`config.mk`:
```
export PLATFORM = sky130hd
export DESIGN_NAME = ibr_bridge
export DESIGN_NICKNAME = d
export VERILOG_FILES = /design/src/rtl/ibr_pkg.sv /design/src/rtl/ibr_timer.sv /design/src/rtl/ibr_hostregs.sv /design/src/rtl/ibr_sequencer.sv /design/src/rtl/ibr_bridge.sv
export SDC_FILE = /design/constraint.sdc
export NUM_CORES = 1
export LEC_CHECK = 0
export BUFFER_PORTS_ARGS = -buffer_cell sky130_fd_sc_hd__buf_2
export CORE_MARGIN = 3
export CORE_UTILIZATION = 52
export DETAILED_ROUTE_END_ITERATION = 6
export HOLD_SLACK_MARGIN = 0.05
export PLACE_DENSITY = 0.9
export SLEW_MARGIN = 20
export SYNTH_ARGS = -nofsm -noshare
export SYNTH_HDL_FRONTEND = slang
export SYNTH_SLANG_ARGS = --single-unit
```
`constraint.sdc`:
```
create_clock -name clk -period 2.3 [get_ports clk]
set_input_delay 0.575 -clock clk [delete_from_list [all_inputs] [get_ports clk]]
set_output_delay 0.575 -clock clk [all_outputs]
set_load 0.01 [all_outputs]
```
`src/rtl/ibr_pkg.sv`:
```
package ibr_pkg;
  localparam int unsigned CMD_W = 8;
  localparam logic [CMD_W-1:0] OP_WRITE = 8'h01;
  localparam logic [CMD_W-1:0] OP_READ  = 8'h02;

  localparam logic [1:0] SEL_ADDR = 2'd0;
  localparam logic [1:0] SEL_WDAT = 2'd1;
  localparam logic [1:0] SEL_RDAT = 2'd2;
  localparam logic [1:0] SEL_CMD  = 2'd3;

  localparam int unsigned READY_BIT = 18;
  localparam int unsigned CODE_LSB  = 16;

  typedef enum logic [1:0] {
    CS_NORESP  = 2'b00,
    CS_OK      = 2'b01,
    CS_REQFAIL = 2'b10,
    CS_RSPERR  = 2'b11
  } cstat_t;
endpackage

```
`src/rtl/ibr_timer.sv`:
```
module ibr_timer #(
  parameter int unsigned LIMIT = 16
) (
  input  logic clk,
  input  logic rst,
  input  logic run,
  output logic expired
);
  localparam int unsigned CW = $clog2(LIMIT + 1);
  localparam logic [CW-1:0] LAST = CW'(LIMIT - 1);

  logic [CW-1:0] cnt;

  always_ff @(posedge clk) begin
    if (rst || !run) cnt <= '0;
    else if (cnt != LAST) cnt <= cnt + 1'b1;
  end

  assign expired = run && (cnt == LAST);

  AST_CNT_BOUND: assert property (@(posedge clk) disable iff (rst)
    cnt <= LAST);
endmodule

```
`src/rtl/ibr_hostregs.sv`:
```
module ibr_hostregs
  import ibr_pkg::*;
#(
  parameter int unsigned HDW = 32,
  parameter int unsigned AW  = 16,
  parameter int unsigned DW  = 16
) (
  input  logic             clk,
  input  logic             rst,
  input  logic             hst_we,
  input  logic [1:0]       hst_sel,
  input  logic [HDW-1:0]   hst_wdata,
  output logic [HDW-1:0]   hst_rdata,
  output logic             cmd_fire,
  output logic [CMD_W-1:0] cmd_code,
  output logic [AW-1:0]    addr_q,
  output logic [DW-1:0]    wdat_q,
  input  logic [DW-1:0]    rdat_q,
  input  logic             ready,
  input  cstat_t           code
);
  logic [HDW-1:0] status_word;
  logic           unused_wbits;

  assign unused_wbits = ^hst_wdata;
  assign cmd_fire = hst_we && (hst_sel == SEL_CMD);
  assign cmd_code = hst_wdata[CMD_W-1:0];

  always_comb begin
    status_word = '0;
    status_word[READY_BIT] = ready;
    status_word[CODE_LSB +: 2] = code;
  end

  always_ff @(posedge clk) begin
    if (rst) begin
      addr_q <= '0;
      wdat_q <= '0;
    end else if (hst_we) begin
      if (hst_sel == SEL_ADDR) addr_q <= hst_wdata[AW-1:0];
      if (hst_sel == SEL_WDAT) wdat_q <= hst_wdata[DW-1:0];
    end
  end

  always_ff @(posedge clk) begin
    if (rst) hst_rdata <= '0;
    else begin
      unique case (hst_sel)
        SEL_ADDR: hst_rdata <= HDW'(addr_q);
        SEL_WDAT: hst_rdata <= HDW'(wdat_q);
        SEL_RDAT: hst_rdata <= HDW'(rdat_q);
        default:  hst_rdata <= status_word;
      endcase
    end
  end

  AST_ADDR_WRITE: assert property (@(posedge clk) disable iff (rst)
    (hst_we && hst_sel == SEL_ADDR) |=> addr_q == $past(hst_wdata[AW-1:0]));
endmodule

```
`src/rtl/ibr_sequencer.sv`:
```
module ibr_sequencer
  import ibr_pkg::*;
#(
  parameter int unsigned AW      = 16,
  parameter int unsigned DW      = 16,
  parameter int unsigned TIMEOUT = 16
) (
  input  logic             clk,
  input  logic             rst,
  input  logic             cmd_fire,
  input  logic [CMD_W-1:0] cmd_code,
  input  logic [AW-1:0]    addr_in,
  input  logic [DW-1:0]    wdat_in,
  output logic             ib_req,
  output logic             ib_we,
  output logic [AW-1:0]    ib_addr,
  output logic [DW-1:0]    ib_wdata,
  input  logic             ib_rsp_valid,
  input  logic             ib_rsp_err,
  input  logic [DW-1:0]    ib_rsp_rdata,
  output logic             ready,
  output cstat_t           code,
  output logic [DW-1:0]    rdat_q
);
  logic busy;
  logic expired;
  logic valid_op;

  assign valid_op = (cmd_code == OP_WRITE) || (cmd_code == OP_READ);
  assign ib_req   = busy;

  ibr_timer #(.LIMIT(TIMEOUT)) u_timer (
    .clk     (clk),
    .rst     (rst),
    .run     (busy),
    .expired (expired)
  );

  always_ff @(posedge clk) begin
    if (rst) begin
      busy     <= 1'b0;
      ready    <= 1'b0;
      code     <= CS_NORESP;
      ib_we    <= 1'b0;
      ib_addr  <= '0;
      ib_wdata <= '0;
      rdat_q   <= '0;
    end else if (busy) begin
      if (ib_rsp_valid) begin
        busy  <= 1'b0;
        ready <= 1'b1;
        code  <= ib_rsp_err ? CS_RSPERR : CS_OK;
        if (!ib_we && !ib_rsp_err) rdat_q <= ib_rsp_rdata;
      end else if (expired) begin
        busy  <= 1'b0;
        ready <= 1'b1;
        code  <= CS_NORESP;
      end
    end else if (cmd_fire) begin
      if (valid_op) begin
        busy     <= 1'b1;
        ready    <= 1'b0;
        code     <= CS_NORESP;
        ib_we    <= (cmd_code == OP_WRITE);
        ib_addr  <= addr_in;
        ib_wdata <= wdat_in;
      end else begin
        ready <= 1'b1;
        code  <= CS_REQFAIL;
      end
    end
  end

  AST_START_CLEARS: assert property (@(posedge clk) disable iff (rst)
    (!ib_req && cmd_fire && valid_op) |=> (ib_req && !ready && code == CS_NORESP));
  AST_READY_EXCL: assert property (@(posedge clk) disable iff (rst)
    !(ib_req && ready));
  AST_OK_CODE: assert property (@(posedge clk) disable iff (rst)
    (ib_req && ib_rsp_valid && !ib_rsp_err) |=> (ready && code == CS_OK));
  AST_TIMEOUT_CODE: assert property (@(posedge clk) disable iff (rst)
    (ib_req && !ib_rsp_valid && expired) |=> (ready && !ib_req && code == CS_NORESP));
  AST_ERR_KEEPS_DATA: assert property (@(posedge clk) disable iff (rst)
    (ib_req && ib_rsp_valid && ib_rsp_err) |=> (code == CS_RSPERR && $stable(rdat_q)));
  AST_BAD_CMD: assert property (@(posedge clk) disable iff (rst)
    (!ib_req && cmd_fire && !valid_op) |=> (ready && !ib_req && code == CS_REQFAIL));
  AST_BUSY_IGNORE: assert property (@(posedge clk) disable iff (rst)
    (ib_req && cmd_fire) |=> ($stable(ib_addr) && $stable(ib_we)));
endmodule

```
`src/rtl/ibr_bridge.sv`:
```
module ibr_bridge
  import ibr_pkg::*;
#(
  parameter int unsigned HDW     = 32,
  parameter int unsigned AW      = 16,
  parameter int unsigned DW      = 16,
  parameter int unsigned TIMEOUT = 16
) (
  input  logic           clk,
  input  logic           rst,
  input  logic           hst_we,
  input  logic [1:0]     hst_sel,
  input  logic [HDW-1:0] hst_wdata,
  output logic [HDW-1:0] hst_rdata,
  output logic           ib_req,
  output logic           ib_we,
  output logic [AW-1:0]  ib_addr,
  output logic [DW-1:0]  ib_wdata,
  input  logic           ib_rsp_valid,
  input  logic           ib_rsp_err,
  input  logic [DW-1:0]  ib_rsp_rdata
);
  logic             cmd_fire;
  logic [CMD_W-1:0] cmd_code;
  logic [AW-1:0]    addr_q;
  logic [DW-1:0]    wdat_q;
  logic [DW-1:0]    rdat_q;
  logic             ready;
  cstat_t           code;

  ibr_hostregs #(.HDW(HDW), .AW(AW), .DW(DW)) u_regs (
    .clk       (clk),
    .rst       (rst),
    .hst_we    (hst_we),
    .hst_sel   (hst_sel),
    .hst_wdata (hst_wdata),
    .hst_rdata (hst_rdata),
    .cmd_fire  (cmd_fire),
    .cmd_code  (cmd_code),
    .addr_q    (addr_q),
    .wdat_q    (wdat_q),
    .rdat_q    (rdat_q),
    .ready     (ready),
    .code      (code)
  );

  ibr_sequencer #(.AW(AW), .DW(DW), .TIMEOUT(TIMEOUT)) u_seq (
    .clk          (clk),
    .rst          (rst),
    .cmd_fire     (cmd_fire),
    .cmd_code     (cmd_code),
    .addr_in      (addr_q),
    .wdat_in      (wdat_q),
    .ib_req       (ib_req),
    .ib_we        (ib_we),
    .ib_addr      (ib_addr),
    .ib_wdata     (ib_wdata),
    .ib_rsp_valid (ib_rsp_valid),
    .ib_rsp_err   (ib_rsp_err),
    .ib_rsp_rdata (ib_rsp_rdata),
    .ready        (ready),
    .code         (code),
    .rdat_q       (rdat_q)
  );
endmodule

```
==> summary.txt <==
CP Class: register to register
Final Hold Viols: 0
Num Clock Sinks: 109
Final Core Density: 63.2%
Largest net degree at the start of global routing: 69
Row count: 32
MaxCap Viol Count: 0
WP data arrival: 2290 ps
Die Wd: 97.9 um
Final instance area: 0.00503 mm^2
Routed Antenna Nets: 0
Clock transition at the registers of the reported paths: 100 ps
Die Span Y: 97.9 um
Top FF cell, synth: dfxtp_1
Met1 usage: 27.2%
Fmax: 494 MHz
Post-CTS Setup Inserts: 0
Vias in the first global route: 3618
Clk_lat worst skew: 370 ps
Hpwl dp: 7.51 mm
Hold WC Path Type: primary input to register
Hold_sp: ib_rsp_rdata[11]
Die area: 0.00959 mm^2
Post-synth ARST share: 0%
# placed instances: 672
Worst setup SP type: register
Gr ovfl total: 0
Hold_buf cts: 0
Initial antenna violation count: 1
Crit Path Max Fanout: 8
EDFF count, synth: 0
Sequential element share of the synthesized area: 49.7%
Slew headroom: 26.2%
Post-route insts no fill: 688
Drt drc: 0
Share of layout cells above drive strength 1: 21.7%
Core ar.: 0.00797 mm^2
Synthesized flop and latch total: 109
RSZ-0062 raised after global routing: no
ANT cells: 0
GRT Resource Usage Total: 21.7%
Synth cell count leaders: 165 x nand2_1, 109 x dfxtp_1, 50 x a21oi_1
Final Max Tran Viols: 0
Layout area overhead: 14.6%
FF-to-FF path depth: 6
Io pins: 121
Final setup TNS: 0 ps
Post-synthesis cell type count: 43
Root buffer cell: clkbuf_8
DRT Wirelength: 10.4 mm
Worst Hold Depth: 3
CTS Buf Count: 9
Fin crit share: 88.1%
Status: finished, final reports clean
Pleak: 2.03 nW
Synth area leader: dfxtp_1
Synth Warn #: 0
Initial Util: 55.1%
CP Capture Type: register
Slew at the pin closest to its max-slew limit: 1100 ps
Global routing's busiest layer: met2
Avg Cell Area, Syn: 8.77 um^2
H-tree depth: 3
Final setup vio count: 0
Synthesized instance count: 501
Port Buffers: 91
Drt first pass iters: 5
Setup slack, reg-to-reg: 270 ps
Nets: 638
Maximum VDD drop: 0.000397 V
Wire per inst: 15.1 um
Gp weighted congestion: 0.888
Fin crit period: 2030 ps
Hold-critical path endpoint: u_seq.rdat_q[11]$_SDFFE_PP0P_
Top-count cell post-synth: nand2_1
1st-iter DRT viols: 325
Synth top area share: 49.7%
Worst reg2reg path endpoint: u_seq.code[1]$_SDFFE_PP0P_
Critical path data required time: 2570 ps
Post-CTS Resized: 0
Placed cell area: 0.00485 mm^2
GRT met2 Usage: 35.6%
Hold_ws: 440 ps
Via count: 3660
PwrDens: 641 mW/mm^2
Synth area leaders: dfxtp_1 50%, nand2_1 14%, mux2i_1 11%, a21oi_1 5.7%, a2bb2oi_1 3.2%
CTS tree: yes
Clk_skew: 8.47 ps
CTS max path bufs: 2
Cell area after synthesis: 0.00439 mm^2
Post-DR vias/cell: 5.32
R2R Path Start: u_seq.u_timer.cnt[0]$_SDFFE_PP0P_
Global-route wire length before repair: 17.1 mm
Met3 Use GR: 5.79%
## layer usage
metal	vias up	part of all wire (%)
li1	1792	-
met1	1687	42
met2	158	48
met3	21	8.2
met4	2	2.1
met5	-	0.13
## metrics by stage
step / total power [mW] / setup slack [ps]
2_1_floorplan: 2.12 / 270
3_3_place_gp: 2.18 / 146
3_5_place_dp: 2.19 / 114
4_1_cts: 3.25 / 263
5_1_grt: 3.36 / 122
6_report: 3.23 / 275
## how the worst max path moves through the flow
stage	start	endpoint	slack, ps	depth (start not counted)
after floorplan	hst_wdata[5]	u_seq.ib_addr[10]$_SDFFE_PP0P_	270	4
after detailed placement	hst_wdata[5]	u_seq.ib_addr[0]$_SDFFE_PP0P_	110	5
final	u_seq.u_timer.cnt[0]$_SDFFE_PP0P_	u_seq.code[1]$_SDFFE_PP0P_	270	6
after global placement	hst_wdata[5]	u_seq.ready$_SDFFE_PP0P_	150	4
after CTS	u_seq.u_timer.cnt[0]$_SDFFE_PP0P_	u_seq.code[1]$_SDFFE_PP0P_	260	6
after global routing	u_seq.u_timer.cnt[0]$_SDFFE_PP0P_	u_seq.code[1]$_SDFFE_PP0P_	120	6
## sequential cells by signal, summed over array words and instances, names as in the netlist
signal and cells:
u_seq.u_timer.cnt 5, u_regs.hst_rdata 19, u_seq.ib_wdata 16, u_regs.addr_q 16
u_seq.ib_req 1, u_seq.rdat_q 16, u_seq.ib_addr 16, u_seq.ib_we 1
u_regs.wdat_q 16, u_seq.code 2, u_seq.ready 1
## where the power goes
group          switching [mW]  leakage (nW)  total [mW]  internal [mW]
Sequential             0.0173         0.880        1.93           1.91
Combinational           0.138          1.06       0.222         0.0839
Clock                   0.649        0.0864        1.08          0.431
## layout make-up
class | instances | area (um^2)
fillers | 641 | 2930
flip-flops and latches | 109 | 2180
multi-input cells | 355 | 1970
repair buffers | 104 | 566
clock buffers | 10 | 138
well taps | 102 | 128
clock inverters | 6 | 47.5
inverters | 2 | 7.51
## cells by family after synthesis
| group | count (synthesis) | synth area share [%] |
|---|---|---|
| AOI/OAI and AO/OA | 74 | 10.3 |
| DFF | 109 | 49.7 |
| and+or+nand+nor | 213 | 20.7 |
| buffers and inverters | 49 | 6.72 |
| muxes | 49 | 11.2 |
| xor gates and xnor gates | 4 | 0.798 |
| other | 1 | 0.0854 |
| adders and majority gates | 2 | 0.570 |
## cell usage in the layout (no fill, tap or decap), types with 2 or more instances in the layout
master	instances
xor2_1	2
nor2b_1	3
and3_1	2
buf_2	91
o2bb2ai_1	2
a21oi_1	50
a2bb2oi_1	16
conb_1	13
xnor2_1	2
clkinvlp_4	3
dfxtp_1	109
mux2i_1	49
ha_1	2
nor2_1	23
clkbuf_8	10
or3_2	2
nand2_1	165
nor3b_1	2
buf_4	12
and2_1	3
## critical path: stages (launching register included)
cell and delay [ps]:
dfxtp_1 350, ha_1 220, and3_1 190, ha_1 300, nor3b_1 570, a2111oi_0 160, o2bb2ai_1 160
Note: power is estimated with default switching activity, not from simulation.
